[src/rtl/pix_scan_pkg.sv]
package pix_scan_pkg;

  typedef enum logic [1:0] {
    ST_IDLE  = 2'd0,
    ST_SCAN  = 2'd1,
    ST_HOLD  = 2'd2,
    ST_DRAIN = 2'd3
  } scan_state_e;

endpackage

[src/rtl/scan_pos_cnt.sv]
module scan_pos_cnt #(
  parameter int H_SYNC  = 8,
  parameter int H_BACK  = 24,
  parameter int H_DOTS  = 960,
  parameter int H_FRONT = 4,
  parameter int V_SYNC  = 1,
  parameter int V_BACK  = 3,
  parameter int V_LINES = 240,
  parameter int V_FRONT = 1
) (
  input  logic clk,
  input  logic rst_n,
  input  logic restart,
  input  logic adv,
  output logic sync_h,
  output logic sync_v,
  output logic nxt_active,
  output logic nxt_origin
);

  localparam int H_TOT = H_SYNC + H_BACK + H_DOTS + H_FRONT;
  localparam int V_TOT = V_SYNC + V_BACK + V_LINES + V_FRONT;
  localparam int HCW   = $clog2(H_TOT);
  localparam int VCW   = (V_TOT > 1) ? $clog2(V_TOT) : 1;

  localparam logic [HCW-1:0] H_LAST   = HCW'(H_TOT - 1);
  localparam logic [HCW-1:0] H_SY_END = HCW'(H_SYNC);
  localparam logic [HCW-1:0] H_ACT_LO = HCW'(H_SYNC + H_BACK);
  localparam logic [HCW-1:0] H_ACT_HI = HCW'(H_SYNC + H_BACK + H_DOTS);
  localparam logic [VCW-1:0] V_LAST   = VCW'(V_TOT - 1);
  localparam logic [VCW-1:0] V_SY_END = VCW'(V_SYNC);
  localparam logic [VCW-1:0] V_ACT_LO = VCW'(V_SYNC + V_BACK);
  localparam logic [VCW-1:0] V_ACT_HI = VCW'(V_SYNC + V_BACK + V_LINES);

  logic [HCW-1:0] h_q, h_d, h_inc;
  logic [VCW-1:0] v_q, v_d, v_inc;

  // Position of the following dot, used as lookahead for byte fetch.
  always_comb begin
    if (h_q == H_LAST) begin
      h_inc = '0;
      v_inc = (v_q == V_LAST) ? '0 : v_q + 1'b1;
    end else begin
      h_inc = h_q + 1'b1;
      v_inc = v_q;
    end
    nxt_active = (h_inc >= H_ACT_LO) && (h_inc < H_ACT_HI) &&
                 (v_inc >= V_ACT_LO) && (v_inc < V_ACT_HI);
    nxt_origin = (h_inc == '0) && (v_inc == '0);
  end

  always_comb begin
    h_d = h_q;
    v_d = v_q;
    if (restart) begin
      h_d = '0;
      v_d = '0;
    end else if (adv) begin
      h_d = h_inc;
      v_d = v_inc;
    end
  end

  always_ff @(posedge clk or negedge rst_n) begin
    if (!rst_n) begin
      h_q <= '0;
      v_q <= '0;
    end else begin
      h_q <= h_d;
      v_q <= v_d;
    end
  end

  assign sync_h = (h_q < H_SY_END);
  assign sync_v = (v_q < V_SY_END);

endmodule

[src/rtl/scan_ctrl_fsm.sv]
module scan_ctrl_fsm
  import pix_scan_pkg::*;
(
  input  logic        clk,
  input  logic        rst_n,
  input  logic        start_req,
  input  logic        stop_req,
  input  logic        need_byte,
  input  logic        fifo_valid,
  output scan_state_e state_q,
  output scan_state_e state_d,
  output logic        phase_q,
  output logic        tick,
  output logic        restart,
  output logic        want_byte,
  output logic        urun_evt
);

  logic phase_d;

  always_comb begin
    tick      = (state_q == ST_SCAN) && phase_q;
    want_byte = tick && !stop_req && need_byte;
    urun_evt  = want_byte && !fifo_valid;
    state_d   = state_q;
    restart   = 1'b0;
    unique case (state_q)
      ST_IDLE: begin
        if (start_req && !stop_req) begin
          state_d = ST_SCAN;
          restart = 1'b1;
        end
      end
      ST_SCAN: begin
        if (stop_req)      state_d = ST_DRAIN;
        else if (urun_evt) state_d = ST_HOLD;
      end
      ST_HOLD: begin
        if (stop_req) begin
          state_d = ST_DRAIN;
        end else begin
          state_d = ST_SCAN;
          restart = 1'b1;
        end
      end
      ST_DRAIN: begin
        if (!fifo_valid) state_d = ST_IDLE;
      end
      default: state_d = ST_IDLE;
    endcase
    phase_d = (state_q == ST_SCAN && state_d == ST_SCAN) ? !phase_q : 1'b0;
  end

  always_ff @(posedge clk or negedge rst_n) begin
    if (!rst_n) begin
      state_q <= ST_IDLE;
      phase_q <= 1'b0;
    end else begin
      state_q <= state_d;
      phase_q <= phase_d;
    end
  end

endmodule

[src/rtl/scan_byte_path.sv]
module scan_byte_path
  import pix_scan_pkg::*;
#(
  parameter int DW = 8
) (
  input  logic          clk,
  input  logic          rst_n,
  input  scan_state_e   state_d,
  input  logic          restart,
  input  logic          tick,
  input  logic          nxt_active,
  input  logic          nxt_origin,
  input  logic          urun_evt,
  input  logic          urun_clr,
  input  logic [DW-1:0] fifo_data,
  output logic [DW-1:0] pix_data,
  output logic          frame_evt,
  output logic          urun_flag
);

  logic [DW-1:0] data_q, data_d;
  logic          evt_q, evt_d;
  logic          flag_q, flag_d;

  always_comb begin
    data_d = data_q;
    if (state_d != ST_SCAN || restart) begin
      data_d = '0;
    end else if (tick) begin
      data_d = nxt_active ? fifo_data : '0;
    end
    evt_d = (state_d == ST_SCAN) && (restart || (tick && nxt_origin));
    if (urun_evt)      flag_d = 1'b1;
    else if (urun_clr) flag_d = 1'b0;
    else               flag_d = flag_q;
  end

  always_ff @(posedge clk or negedge rst_n) begin
    if (!rst_n) begin
      data_q <= '0;
      evt_q  <= 1'b0;
      flag_q <= 1'b0;
    end else begin
      data_q <= data_d;
      evt_q  <= evt_d;
      flag_q <= flag_d;
    end
  end

  assign pix_data  = data_q;
  assign frame_evt = evt_q;
  assign urun_flag = flag_q;

endmodule

[src/rtl/pix_scan_gen.sv]
module pix_scan_gen
  import pix_scan_pkg::*;
#(
  parameter int DW            = 8,
  parameter int BYTES_PER_PIX = 3,
  parameter int H_PIX         = 320,
  parameter int H_SYNC        = 8,
  parameter int H_BACK        = 24,
  parameter int H_FRONT       = 4,
  parameter int V_LINES       = 240,
  parameter int V_SYNC        = 1,
  parameter int V_BACK        = 3,
  parameter int V_FRONT       = 1
) (
  input  logic          clk,
  input  logic          rst_n,
  input  logic          start_req,
  input  logic          stop_req,
  input  logic [DW-1:0] fifo_data,
  input  logic          fifo_valid,
  output logic          fifo_ready,
  output logic          fifo_flush,
  output logic          dotclk_out,
  output logic          hsync_n,
  output logic          vsync_n,
  output logic [DW-1:0] pix_data,
  output logic          frame_evt,
  output logic          urun_flag,
  input  logic          urun_clr,
  output logic          busy
);

  localparam int H_DOTS = H_PIX * BYTES_PER_PIX;

  // Reset: asserted asynchronously, released on a clock edge.
  logic rst_meta_q, rst_sync_q;
  always_ff @(posedge clk or negedge rst_n) begin
    if (!rst_n) begin
      rst_meta_q <= 1'b0;
      rst_sync_q <= 1'b0;
    end else begin
      rst_meta_q <= 1'b1;
      rst_sync_q <= rst_meta_q;
    end
  end

  scan_state_e state_q, state_d;
  logic phase_q, tick, restart, want_byte, urun_evt;
  logic sync_h, sync_v, nxt_active, nxt_origin;

  scan_ctrl_fsm u_fsm (
    .clk        (clk),
    .rst_n      (rst_sync_q),
    .start_req  (start_req),
    .stop_req   (stop_req),
    .need_byte  (nxt_active),
    .fifo_valid (fifo_valid),
    .state_q    (state_q),
    .state_d    (state_d),
    .phase_q    (phase_q),
    .tick       (tick),
    .restart    (restart),
    .want_byte  (want_byte),
    .urun_evt   (urun_evt)
  );

  scan_pos_cnt #(
    .H_SYNC  (H_SYNC),
    .H_BACK  (H_BACK),
    .H_DOTS  (H_DOTS),
    .H_FRONT (H_FRONT),
    .V_SYNC  (V_SYNC),
    .V_BACK  (V_BACK),
    .V_LINES (V_LINES),
    .V_FRONT (V_FRONT)
  ) u_pos (
    .clk        (clk),
    .rst_n      (rst_sync_q),
    .restart    (restart),
    .adv        (tick),
    .sync_h     (sync_h),
    .sync_v     (sync_v),
    .nxt_active (nxt_active),
    .nxt_origin (nxt_origin)
  );

  scan_byte_path #(.DW(DW)) u_bytes (
    .clk        (clk),
    .rst_n      (rst_sync_q),
    .state_d    (state_d),
    .restart    (restart),
    .tick       (tick),
    .nxt_active (nxt_active),
    .nxt_origin (nxt_origin),
    .urun_evt   (urun_evt),
    .urun_clr   (urun_clr),
    .fifo_data  (fifo_data),
    .pix_data   (pix_data),
    .frame_evt  (frame_evt),
    .urun_flag  (urun_flag)
  );

  assign fifo_ready = want_byte || (state_q == ST_DRAIN);
  assign fifo_flush = (state_q == ST_HOLD);
  assign dotclk_out = (state_q == ST_SCAN) && phase_q;
  assign hsync_n    = !((state_q == ST_SCAN) && sync_h);
  assign vsync_n    = !((state_q == ST_SCAN) && sync_v);
  assign busy       = (state_q != ST_IDLE);

endmodule

[config.mk]
export PLATFORM = sky130hd
export DESIGN_NAME = pix_scan_gen
export DESIGN_NICKNAME = d
export VERILOG_FILES = /design/src/rtl/pix_scan_pkg.sv /design/src/rtl/scan_pos_cnt.sv /design/src/rtl/scan_ctrl_fsm.sv /design/src/rtl/scan_byte_path.sv /design/src/rtl/pix_scan_gen.sv
export SDC_FILE = /design/constraint.sdc
export NUM_CORES = 1
export LEC_CHECK = 0
export BUFFER_PORTS_ARGS = -buffer_cell sky130_fd_sc_hd__buf_2
export CAP_MARGIN = 0
export CORE_AREA = 5 5 80 82
export CTS_BUF_LIST = sky130_fd_sc_hd__clkbuf_4 sky130_fd_sc_hd__clkbuf_8
export DETAILED_ROUTE_END_ITERATION = 10
export DIE_AREA = 0 0 85 87
export HOLD_SLACK_MARGIN = 0.1
export SLEW_MARGIN = 20
export SYNTH_ARGS = -nofsm -noshare
export SYNTH_HDL_FRONTEND = slang
export SYNTH_HIERARCHICAL = 1
export SYNTH_SLANG_ARGS = --single-unit
[constraint.sdc]
create_clock -name clk -period 3.8 [get_ports clk]
set_input_delay 0.76 -clock clk [delete_from_list [all_inputs] [get_ports clk]]
set_output_delay 0.76 -clock clk [all_outputs]
set_load 0.01 [all_outputs]
-- Yosys cells after proc, flatten, opt, wreduce, memory -nomap -nowiden
Index checks and enable logic that the tools add are counted.
- word-level logic and storage cells: 75
- input bits: 14
- output and inout port bits: 16
- register bits: 33
- magnitude comparators: 6
- muxes and demuxes: 22
- add/subtract/negate cells: 2
- reductions and logical operators: 29
- equality and inequality tests: 7
- operator list (operator ; count):
    8-bit two-way mux ; 7
    10-bit two-way mux ; 3
    1-bit logical AND ; 14
    10-bit by 1-bit adder with 10-bit output, second input constant ; 1
    10-bit equality test, second input constant ; 1
    10-bit by 6-bit greater-or-equal comparator with 1-bit output, second input constant ; 1
    10-bit logical NOT ; 1
    10-bit less-than comparator, second input constant ; 1
    10-bit by 4-bit less-than comparator with 1-bit output, second input constant ; 1
    2-bit two-way mux ; 5
    8-bit by 1-bit adder with 8-bit output, second input constant ; 1
    8-bit equality test, second input constant ; 1
    8-bit by 3-bit greater-or-equal comparator with 1-bit output, second input constant ; 1
    8-bit logical NOT ; 1
    8-bit by 1-bit less-than comparator with 1-bit output, second input constant ; 1
    8-bit less-than comparator, second input constant ; 1
    2-bit case mux with 4 select lines ; 1
    2-bit nonzero test ; 4
    1-bit logical NOT ; 5
    1-bit two-way mux ; 5
    2-bit by 1-bit equality test with 1-bit output, second input constant ; 2
    2-bit equality test, second input constant ; 2
    1-bit logical OR ; 3
    2-bit logical NOT ; 1
    other kinds (2) ; 2

-- Depth between registers and ports, before layout
Gate-level depths: netlist of the first run.
- depth after elaboration: 14
- mapped depth: 15
- gate-level depth less buffers: 13

-- Modules after synthesis
Netlist of the first run, hierarchy kept.
- modules (own cells, without submodules) (module ; sequential area each (um^2) ; cells each ; instances ; area each (um^2)):
    scan_pos_cnt ; 450.4 ; 182 ; 1 ; 1433.9
    scan_byte_path ; 250.2 ; 42 ; 1 ; 462.9
    scan_ctrl_fsm ; 75.1 ; 20 ; 1 ; 181.4
    pix_scan_gen ; 50.0 ; 9 ; 1 ; 98.8

-- Least setup slack after synthesis of the first run
Ideal clock, no wire load.
- path type: flip-flop to output port
- from: reg u_pos.h_q[0]
- to: out fifo_ready
- stages on the path, launching flop included: 12
- setup slack: 0.727 ns
- path buffers: 1
- arrival time: 2.313 ns
- data required time: 3.040 ns
- cells stage by stage: dfrtp_1 -> ha_1 -> nor4b_4 -> and3_1 -> buf_6 -> a21oi_2 -> o21ba_1 -> o2111a_1 -> a211oi_1 -> nand2_1 -> nor2_1 -> a21o_2
- word-level cells in the longest chain between the ends: 8
- elaborated cells between the ends (all ways): 13
- those cells by class: 1 x add/sub; 4 x order compare; 1 x eq/ne; 2 x mux; 5 x reduce/logical
- ends and longest elaborated chain (item ; line ; source):
    start: declaration ; scan_pos_cnt.sv:35 ; logic [HCW-1:0] h_q, h_d, h_inc;
    start signal: assignment ; scan_pos_cnt.sv:66 ; h_q <= '0;
    start signal: assignment ; scan_pos_cnt.sv:69 ; h_q <= h_d;
    10-bit by 1-bit adder with 10-bit output or 10-bit equality test (tied branches) ; scan_pos_cnt.sv:44, scan_pos_cnt.sv:40 ;
    10-bit two-way mux ; scan_pos_cnt.sv:40 ; if (h_q == H_LAST) begin
    10-bit by 6-bit greater-or-equal comparator with 1-bit output or 10-bit less-than comparator (tied branches) ; scan_pos_cnt.sv:47 ; nxt_active = (h_inc >= H_ACT_LO) && (h_inc < H_ACT_HI) &&
    1-bit logical AND (2 in a row) ; scan_pos_cnt.sv:47 ;
    1-bit logical AND * ; scan_pos_cnt.sv:48 ; (v_inc >= V_ACT_LO) && (v_inc < V_ACT_HI);
    via nxt_active ; pix_scan_gen.sv:49 ; logic sync_h, sync_v, nxt_active, nxt_origin;
    1-bit logical AND * ; scan_ctrl_fsm.sv:23 ; want_byte = tick && !stop_req && need_byte;
    via want_byte ; pix_scan_gen.sv:48 ; logic phase_q, tick, restart, want_byte, urun_evt;
    1-bit logical OR * ; pix_scan_gen.sv:103 ; assign fifo_ready = want_byte || (state_q == ST_DRAIN);
    end: declaration ; pix_scan_gen.sv:21 ; output logic fifo_ready,
The timed path passes the listed nets; every way through them passes the cells marked *.

-- Worst setup path in the final report of the first run
Same ends and word-level chain as after synthesis.

==> impl_metrics.json, run 1 <==
{
  "hold_class": "input pin to asynchronous set/reset pin",
  "grtUsageTotal_pct": 14.3,
  "syn_area_um2": 2180,
  "syn_avg_cell_area_um2": 8.61,
  "r2r-end": "u_bytes/pix_data[7]$_DFFE_PN0P_",
  "seqPwrFrac_pct": 42.4,
  "r2r_start": "u_pos/h_q[0]$_DFFE_PN0P_",
  "drt_first_pass_iters": 4,
  "die_width_um": 85,
  "fin_crit_sh_pct": 93.7,
  "required_ns": 3.04,
  "cts_tree": "yes",
  "synth_edf_count": 0,
  "grt_pass1_wl_um": 8500,
  "fp-row-count": 28,
  "async_reset_ff_share_pct": 100,
  "crit_path_end_kind": "primary output",
  "syn_nets": 270,
  "numPlacedInstances": 343,
  "switchingPower_mw": 0.440,
  "initial_core_util_pct": 38.4,
  "synthToLayoutAreaGrowth_pct": 12.4,
  "critPathTopFamily": "compound AO/OA/AOI/OAI gates",
  "cts_num_sinks": 33,
  "root_buffer": "clkbuf_8",
  "drc": 0,
  "ys_warn_count": 6,
  "relSlewSlack_pct": 60.3,
  "setup_tns_ns": 0,
  "die_area_um2": 7400,
  "worst-endpoint-arrival_ns": 2.80,
  "place_area_um2": 2350,
  "seq_area_frac_synth_pct": 37.9,
  "clock_path_buffers": 2,
  "grt_max_degree": 37,
  "worst_pin_slew_ns": 0.596,
  "setup_violations": 0,
  "r2r_setup_slack_ns": 0.54,
  "cellPowerDensity_nw_per_um2": 469,
  "synth_area_leaders": "dfrtp_1, nor2_1, a21oi_2, nand2_1, a21oi_1",
  "grt_pass1_vias": 1784,
  "ys_seq_elements": 33,
  "finalHoldViolations": 0,
  "io-pin-count": 30,
  "synth_cell_types": 60,
  "crit_top_cell": "a41oi_1",
  "ir_drop_uv": 394,
  "switching_share_pct": 38.4,
  "startpoint": "u_pos/h_q[0]$_DFFE_PN0P_",
  "fin_nets": 292,
  "final_cell_area_um2": 2450,
  "grt_setup_unrepaired": "false",
  "postCtsSetupBuffers": 0,
  "combPwrFrac_pct": 34.5,
  "grt_overflow": 0,
  "start_kind": "flop",
  "die_h_um": 87,
  "io_buffers": 29,
  "totalPowerFinal_mw": 1.15,
  "num_vias": 1907,
  "gp_congestion": 0.829,
  "routed_via_density": 5.43,
  "period_needed_ns": 3.56,
  "reg2reg_depth": 12,
  "p_clk_share_pct": 23.1,
  "yosysTopAreaCellShare_pct": 37.9,
  "endpoint": "fifo_ready",
  "clock_latency_ns": 0.29,
  "drv_slew": 0,
  "nFillCells": 606,
  "clk_pin_slew_ns": 0.07,
  "drive_above_1_share_pct": 23.9,
  "critPathMaxStageDelay_ns": 0.42,
  "synth_flop_cell": "dfrtp_1",
  "cp_max_fo": 7,
  "routed_wl_um": 5060,
  "hpwlAfterDp_um": 3560,
  "synthCells": 253,
  "core_um2": 5680,
  "fmax_mhz": 281,
  "antenna_found_initial": 0,
  "instances_no_fill": 351,
  "max_cap_viol_count": 0,
  "cp.depth": 12,
  "skew_ns": 0.00835,
  "antenna_cells": 0,
  "slowest_stage": "dfrtp_2",
  "wl_per_cell_um": 14.4,
  "worst-setup-path-type": "flop to primary output",
  "yosysTopAreaCell": "dfrtp_1",
  "leakage_nw": 1.02,
  "ant_nets": 0,
  "critical_path_buf_inv_count": 2,
  "drtIter0Drc": 163,
  "numCtsBuffers": 5,
  "intPower_mw": 0.707,
  "crit_path_cell_trace": "ha_2 -> nor4b_4 -> buf_4 -> a41oi_1 -> a41oi_1 -> o21ba_1 -> o2111a_1 -> a211oi_2 -> nand2_1 -> nor2_1 -> a21o_2 -> buf_2",
  "cts_max_level": 2,
  "outcome": "complete, no violations"
}
## routing by layer
layer / global-route usage, % / vias to the layer above / wire length, um / part of all wire (%)
li1: - / 940 / - / -
met1: 18.6 / 911 / 2380 / 47
met2: 23.5 / 51 / 2390 / 47
met3: 3.12 / 5 / 228 / 4.5
met4: 5.04 / 0 / 58 / 1.1
met5: 0 / - / 0 / 0
## flip-flops by register name, summed over array words and instances (netlist names)
name	flops
rst_meta_q	1
rst_sync_q	1
u_bytes/frame_evt	1
u_bytes/pix_data	8
u_bytes/urun_flag	1
u_fsm/phase_q	1
u_fsm/state_q	2
u_pos/h_q	10
u_pos/v_q	8
## metrics by stage
step	util, %	hold WS [ns]	setup WS, ns
final	43.1	0.243	0.241
after global routing	43.1	0.231	0.0602
after CTS	43.0	0.238	0.0550
after detailed placement	41.4	0.272	0.266
after global placement	41.4	0.269	0.370
after floorplan	-	0.331	0.727
## worst min-delay path by stage
stage	from	to	slack (ns)	cells after the start
floorplan	rst_meta_q$_DFF_PN0_	rst_sync_q$_DFF_PN0_	0.33	0
global placement	rst_sync_q$_DFF_PN0_	u_bytes/urun_flag$_DFFE_PN0P_	0.27	0
detailed placement	rst_sync_q$_DFF_PN0_	u_bytes/urun_flag$_DFFE_PN0P_	0.27	0
CTS	rst_n	rst_meta_q$_DFF_PN0_	0.24	1
global route	rst_n	rst_meta_q$_DFF_PN0_	0.23	1
finish	rst_n	rst_meta_q$_DFF_PN0_	0.24	1
## cell usage after synthesis (all sizes together) (2+ instances only)
cell type / instances
a211oi: 6
a21o: 3
a21oi: 28
a41oi: 3
and2: 2
and3: 3
and3b: 2
and4: 3
buf: 10
clkbuf: 9
dfrtp: 33
ha: 3
inv: 7
nand2: 25
nand2b: 8
nand3: 15
nand3b: 4
nand4: 6
nand4b: 3
nor2: 26
nor2b: 4
nor3: 7
nor4: 2
o21a: 2
o21ai: 8
o22ai: 3
o31a: 2
or2: 2
xnor2: 5
xor2: 2
## power by group through the flow
stage / sequential (mW) / combinational, mW / clock (mW)
final: 0.486 / 0.395 / 0.265
after global routing: 0.498 / 0.438 / 0.290
after detailed placement: 0.490 / 0.392 / 0
after floorplan: 0.464 / 0.309 / 0
after global placement: 0.489 / 0.391 / 0
after CTS: 0.484 / 0.395 / 0.274
## cell families (layout without fill, tap and decap cells)
family	count (synthesis)	after routing	synth area share (%)
other	1	1	0.172
xor gates and xnor gates	7	7	2.82
AOI/OAI and AO/OA	64	64	21.0
buffers and inverters	26	49	6.15
muxes	1	1	0.460
DFF	33	33	37.9
adders and majority gates	3	3	1.72
and+or+nand+nor	118	118	29.8
## what timing repair did
action | CTS | global route
gates cloned | 0 | 0
hold buffers | 0 | 0
gates resized for setup | 1 | 3
endpoints found under the setup margin | 1 | 1
## worst register-to-register path: stages, from the launching register on
cell and delay [ns]:
dfrtp_2 0.42, ha_2 0.25, nor4b_4 0.22, and3_2 0.38, a41oi_1 0.18, o21ba_1 0.25, o2111a_1 0.21, a211oi_2 0.05
nand2_1 0.15, nor2_1 0.06, o31a_1 0.27, or3b_1 0.56, a21oi_2 0.19
## placed cells by master (no fill, tap or decap), types with 2 or more instances in the layout
cell | Yosys | layout
clkbuf_8 | 0 | 5
inv_1 | 7 | 7
a21oi_2 | 11 | 11
xnor2_1 | 5 | 5
nand4_1 | 6 | 6
nand4b_1 | 3 | 3
o21ai_0 | 7 | 7
a211oi_1 | 6 | 5
nand3_1 | 15 | 15
ha_1 | 3 | 2
nor4_1 | 2 | 2
o21a_1 | 2 | 2
nand2_1 | 24 | 24
clkinv_2 | 0 | 2
nor2b_1 | 3 | 3
a41oi_1 | 3 | 3
buf_4 | 2 | 5
nand3b_1 | 4 | 4
a21oi_1 | 17 | 17
nor3_1 | 7 | 6
a21o_1 | 2 | 2
nor2_1 | 26 | 26
o31a_1 | 2 | 2
nand2b_1 | 8 | 8
and4_1 | 2 | 2
and2_1 | 2 | 2
o22ai_1 | 2 | 2
dfrtp_1 | 33 | 32
xor2_1 | 2 | 2
and3_1 | 3 | 2
buf_2 | 4 | 29
## layout make-up
class | count | area (um^2) | area share [%]
Multi-Input combinational cell | 194 | 1230 | 50.3
Sequential cell | 33 | 827 | 33.8
Timing Repair Buffer | 34 | 183 | 7.46
Tap cell | 75 | 93.8 | 3.83
Clock buffer | 6 | 76.3 | 3.12
Inverter | 7 | 26.3 | 1.07
Clock inverter | 2 | 10.0 | 0.409
No activity file was read; power rests on OpenSTA's default activity.
==> inputs of run 2 (changes only) <==
==> constraint.sdc (replaced) <==
create_clock -name clk -period 3.8 [get_ports clk]
set_input_delay 0.38 -clock clk [delete_from_list [all_inputs] [get_ports clk]]
set_output_delay 0.38 -clock clk [all_outputs]
set_load 0.01 [all_outputs]
==> run 2 against run 1 <==
  * Design area rose by 1.7%
  * Critical path depth decreased by 1
  * Via count down 1.8%
  * Die area stayed put
  * Sequential power is 0.8% lower
  * Clock skew shrank 0.0044 ns
  * Critical endpoint unchanged
==> impl_metrics.json, run 2 (synthesis results as in run 1) <==
{
  "outcome": "complete, no violations",
  "synthToLayoutAreaGrowth_pct": 14.3,
  "initial_core_util_pct": 38.4,
  "cts_tree": "yes",
  "max_cap_viol_count": 0,
  "nFillCells": 590,
  "period_needed_ns": 3.45,
  "layout_setup_ws_ns": 0.354,
  "die_width_um": 85,
  "core_um2": 5680,
  "r2r_start": "u_pos/h_q[0]$_DFFE_PN0P_",
  "grt_overflow": 0,
  "fin_crit_sh_pct": 90.7,
  "routed_via_density": 5.34,
  "grt_pass1_wl_um": 8660,
  "wl_per_cell_um": 14.2,
  "top_register": "u_pos/h_q",
  "worst-endpoint-arrival_ns": 3.07,
  "layout_commonest_cell": "dfrtp_1",
  "gp_congestion": 0.815,
  "grt_pass1_vias": 1854,
  "r2r_setup_slack_ns": 0.36,
  "skew_ns": 0.00391,
  "reg2reg_depth": 12,
  "final_util_pct": 43.8,
  "io-pin-count": 30,
  "numPlacedInstances": 342,
  "final_cell_mix": "dfrtp_1, buf_2, nor2_1, nand2_1, a21oi_1",
  "multi_input_area_um2": 1220,
  "root_buffer": "clkbuf_8",
  "worst-setup-path-type": "flop to primary output",
  "largest_reg_flops": 10,
  "io_buffers": 29,
  "dp_slack_ns": 0.271,
  "ir_drop_uv": 268,
  "antenna_cells": 0,
  "setup_tns_ns": 0,
  "drc": 0,
  "drtIter0Drc": 175,
  "num_vias": 1873,
  "grt_setup_unrepaired": "false",
  "r2r-end": "u_bytes/pix_data[1]$_DFFE_PN0P_",
  "cts_max_level": 2,
  "required_ns": 3.42,
  "hold_class": "flop to asynchronous set/reset pin",
  "grt_max_degree": 37,
  "hpwlAfterDp_um": 3480,
  "numCtsBuffers": 5,
  "fin_nets": 292,
  "fp-row-count": 28,
  "die_area_um2": 7400,
  "cts_num_sinks": 33,
  "leakage_nw": 1.04,
  "ant_nets": 0,
  "clk_pin_slew_ns": 0.07,
  "cp_max_fo": 14,
  "worst_pin_slew_ns": 0.600,
  "relSlewSlack_pct": 60.0,
  "finalHoldViolations": 0,
  "crit_path_end_kind": "primary output",
  "hold_ws_ns": 0.266,
  "clock_path_buffers": 2,
  "cellPowerDensity_nw_per_um2": 512,
  "die_h_um": 87,
  "start_kind": "flop",
  "drt_first_pass_iters": 4,
  "fmax_mhz": 290,
  "antenna_found_initial": 0,
  "seqCellArea_um2": 826,
  "instances_no_fill": 351,
  "drive_above_1_share_pct": 22.5,
  "routed_wl_um": 4980,
  "clock_latency_ns": 0.29,
  "drv_slew": 0,
  "setup_violations": 0,
  "grtUsageTotal_pct": 14.4
}
## run 2: repair_timing
item,in CTS,in global routing
buffers inserted,0,0
hold endpoints to repair,2,0
resized for setup,0,1
endpoints found under the setup margin,0,9
hold buffers,1,0
## run 2: layer usage
| metal | global-route usage (%) | vias to the layer above | part of all wire, % |
|---|---|---|---|
| li1 | - | 947 | - |
| met1 | 18.7 | 896 | 47 |
| met2 | 23.7 | 25 | 49 |
| met3 | 3.03 | 5 | 2.8 |
| met4 | 5.04 | 0 | 1.4 |
| met5 | 0 | - | 0 |
## run 2: through the flow
step           total power, mW  cell area, um^2
5_1_grt                   1.36             2490
4_1_cts                   1.29             2490
3_3_place_gp             0.882             2340
2_1_floorplan            0.772             2180
3_5_place_dp             0.881             2340
6_report                  1.27             2490
## run 2: worst max path at each step
stage / from / to / slack [ns] / cells after the start
3_3_place_gp: u_pos/h_q[0]$_DFFE_PN0P_ / u_bytes/pix_data[5]$_DFFE_PN0P_ / 0.37 / 12
3_5_place_dp: u_pos/h_q[0]$_DFFE_PN0P_ / u_bytes/pix_data[1]$_DFFE_PN0P_ / 0.27 / 12
5_1_grt: u_pos/h_q[0]$_DFFE_PN0P_ / u_bytes/pix_data[0]$_DFFE_PN0P_ / 0.02 / 12
2_1_floorplan: u_pos/h_q[0]$_DFFE_PN0P_ / u_bytes/pix_data[0]$_DFFE_PN0P_ / 0.92 / 14
6_report: u_pos/h_q[0]$_DFFE_PN0P_ / fifo_ready / 0.35 / 11
4_1_cts: u_pos/h_q[0]$_DFFE_PN0P_ / fifo_ready / 0.19 / 11
## run 2: cell type report
type	instances	share of cell area, %
multi-input cells	194	49.2
repair buffers	34	7.44
clock inverters	3	2.61
inverters	7	1.06
flip-flops and latches	33	33.2
clock buffers	5	2.77
well taps	75	3.77
## run 2: report_power, final
group	switching, mW	leakage, nW	total [mW]	internal [mW]
Clock	0.138	0.0681	0.399	0.261
Sequential	0.0861	0.446	0.482	0.395
Combinational	0.220	0.525	0.394	0.173
Total	0.445	1.04	1.27	0.829
## run 2: critical path, stage by stage, from the launching register on
cell	delay (ns)
dfrtp_1	0.44
ha_1	0.28
nor4b_4	0.36
and3_2	0.41
a21oi_2	0.10
o21ba_1	0.19
o2111a_1	0.25
a211oi_1	0.26
nand2_1	0.16
nor2_1	0.12
a21o_2	0.10
buf_2	0.12
==> inputs of run 3 (changes only) <==
--- a/config.mk
+++ b/config.mk
@@ -12,6 +12,7 @@
 export DETAILED_ROUTE_END_ITERATION = 10
 export DIE_AREA = 0 0 85 87
 export HOLD_SLACK_MARGIN = 0.1
+export RECOVER_POWER = 100
 export SLEW_MARGIN = 20
 export SYNTH_ARGS = -nofsm -noshare
 export SYNTH_HDL_FRONTEND = slang
==> run 3 against run 2 <==
  * The flow now finishes with violations (capacitance limit, slew limit)
  * Sequential power hardly changed
  * Combinational power is 4% lower
  * Sequential cell count stayed put
  * Global-route usage stayed put
  * Maximum frequency is 1.7% lower
  * Highest routed layer unchanged
==> impl_metrics.json, run 3 (synthesis results as in run 1) <==
{
  "die_area_um2": 7400,
  "initial_core_util_pct": 38.4,
  "postCtsSetupBuffers": 0,
  "fin_nets": 292,
  "cp_max_fo": 14,
  "hold_ws_ns": 0.336,
  "period_needed_ns": 3.50,
  "worst-endpoint-arrival_ns": 3.12,
  "drtIter0Drc": 159,
  "numCtsBuffers": 5,
  "seqCellArea_um2": 826,
  "ir_drop_uv": 259,
  "switching_share_pct": 34.9,
  "cts_num_sinks": 33,
  "die_h_um": 87,
  "setup_tns_ns": 0,
  "cts_tree": "yes",
  "crit_path_end_kind": "primary output",
  "clock_latency_ns": 0.29,
  "fp-row-count": 28,
  "drt_first_pass_iters": 4,
  "switchingPower_mw": 0.440,
  "start_kind": "flop",
  "grt_pass1_wl_um": 8660,
  "grtUsageTotal_pct": 14.4,
  "fin_crit_sh_pct": 92.2,
  "io-pin-count": 30,
  "leakage_nw": 0.971,
  "max_cap_viol_count": 1,
  "outcome": "finished with violations",
  "wl_per_cell_um": 14.3,
  "cts_max_level": 2,
  "fmax_mhz": 285,
  "clk_pin_slew_ns": 0.07,
  "die_width_um": 85,
  "grt_setup_unrepaired": "false",
  "routed_via_density": 5.40,
  "drive_above_1_share_pct": 13.8,
  "drc": 0,
  "drv_slew": 32,
  "hold_class": "input pin to flop",
  "cellPowerDensity_nw_per_um2": 515,
  "layout_commonest_cell": "dfrtp_1",
  "setup_violations": 0,
  "num_vias": 1897,
  "top_register": "u_pos/h_q",
  "final_cell_mix": "dfrtp_1, nor2_1, nand2_1, a21oi_1, clkbuf_1",
  "relSlewSlack_pct": -13.5,
  "violations": "capacitance limit, slew limit",
  "root_buffer": "clkbuf_8",
  "clock_path_buffers": 2,
  "grt_max_degree": 37,
  "gp_congestion": 0.815,
  "core_um2": 5680,
  "intPower_mw": 0.819,
  "hpwlAfterDp_um": 3480,
  "synthToLayoutAreaGrowth_pct": 12.3,
  "antenna_cells": 0,
  "worst_pin_slew_ns": 1.70,
  "finalHoldViolations": 0,
  "grt_pass1_vias": 1854,
  "nFillCells": 597,
  "dp_slack_ns": 0.271,
  "multi_input_area_um2": 1200,
  "skew_ns": 0.00452,
  "largest_reg_flops": 10,
  "totalPowerFinal_mw": 1.26,
  "layout_setup_ws_ns": 0.296,
  "p_clk_share_pct": 31.8,
  "routed_wl_um": 5010,
  "combPwrFrac_pct": 30.0,
  "io_buffers": 29,
  "required_ns": 3.42,
  "grt_overflow": 0,
  "ant_nets": 0,
  "worst-setup-path-type": "flop to primary output",
  "seqPwrFrac_pct": 38.2,
  "antenna_found_initial": 0
}
[run 3: timing repair]
action | CTS | global route
hold buffers | 1 | 0
resized for setup | 0 | 1
endpoints found under the setup margin | 0 | 9
hold endpoints to repair | 2 | 0
[run 3: path summary, 6_finish.rpt]
kind	start	to	slack, ns	depth (start not counted)
setup / recovery	u_pos/h_q[0]$_DFFE_PN0P_	fifo_ready	0.30	11
hold / removal	fifo_data[2]	u_bytes/pix_data[2]$_DFFE_PN0P_	0.34	3
hold reg to reg	rst_meta_q$_DFF_PN0_	rst_sync_q$_DFF_PN0_	0.36	0
setup reg to reg	u_pos/h_q[0]$_DFFE_PN0P_	u_bytes/pix_data[1]$_DFFE_PN0P_	0.37	12
max in group asynchronous	rst_sync_q$_DFF_PN0_	u_pos/h_q[3]$_DFFE_PN0P_	2.04	1
min in group asynchronous	rst_n	rst_meta_q$_DFF_PN0_	0.40	2
[run 3: layer usage]
metal	vias up	global-route usage [%]	part of all wire (%)
li1	947	-	-
met1	907	18.7	46
met2	38	23.7	48
met3	5	3.03	3.7
met4	0	5.04	1.4
met5	-	0	0
[run 3: critical path, cell delays in order (launching register included)]
cell and delay, ns:
dfrtp_1 0.44, ha_1 0.28, nor4b_4 0.36, and3_2 0.40
a21oi_1 0.13, o21ba_1 0.20, o2111a_1 0.24, a211oi_1 0.26
nand2_1 0.16, nor2_1 0.12, a21o_2 0.10, clkbuf_1 0.14
[run 3: area by class of cell]
class	count	share of cell area, %
clock buffers	5	2.81
clock inverters	3	2.66
inverters	7	1.07
multi-input cells	194	49.3
flip-flops and latches	33	33.8
well taps	75	3.84
repair buffers	34	6.55
[run 3: per-stage QoR]
| step | cell area [um^2] | util, % | cells |
|---|---|---|---|
| finish | 2440 | 43.1 | 351 |
| global route | 2440 | 43.1 | 351 |
| CTS | 2490 | 43.8 | 351 |
| detailed placement | 2340 | 41.3 | 342 |
| global placement | 2340 | 41.3 | 342 |
| floorplan | 2180 | - | 253 |
[run 3: power groups by stage]
| stage | sequential [mW] | clock (mW) | combinational, mW |
|---|---|---|---|
| finish | 0.481 | 0.400 | 0.378 |
| global route | 0.494 | 0.425 | 0.422 |
| CTS | 0.480 | 0.412 | 0.399 |
| detailed placement | 0.487 | 0 | 0.395 |
| global placement | 0.487 | 0 | 0.395 |
| floorplan | 0.464 | 0 | 0.309 |
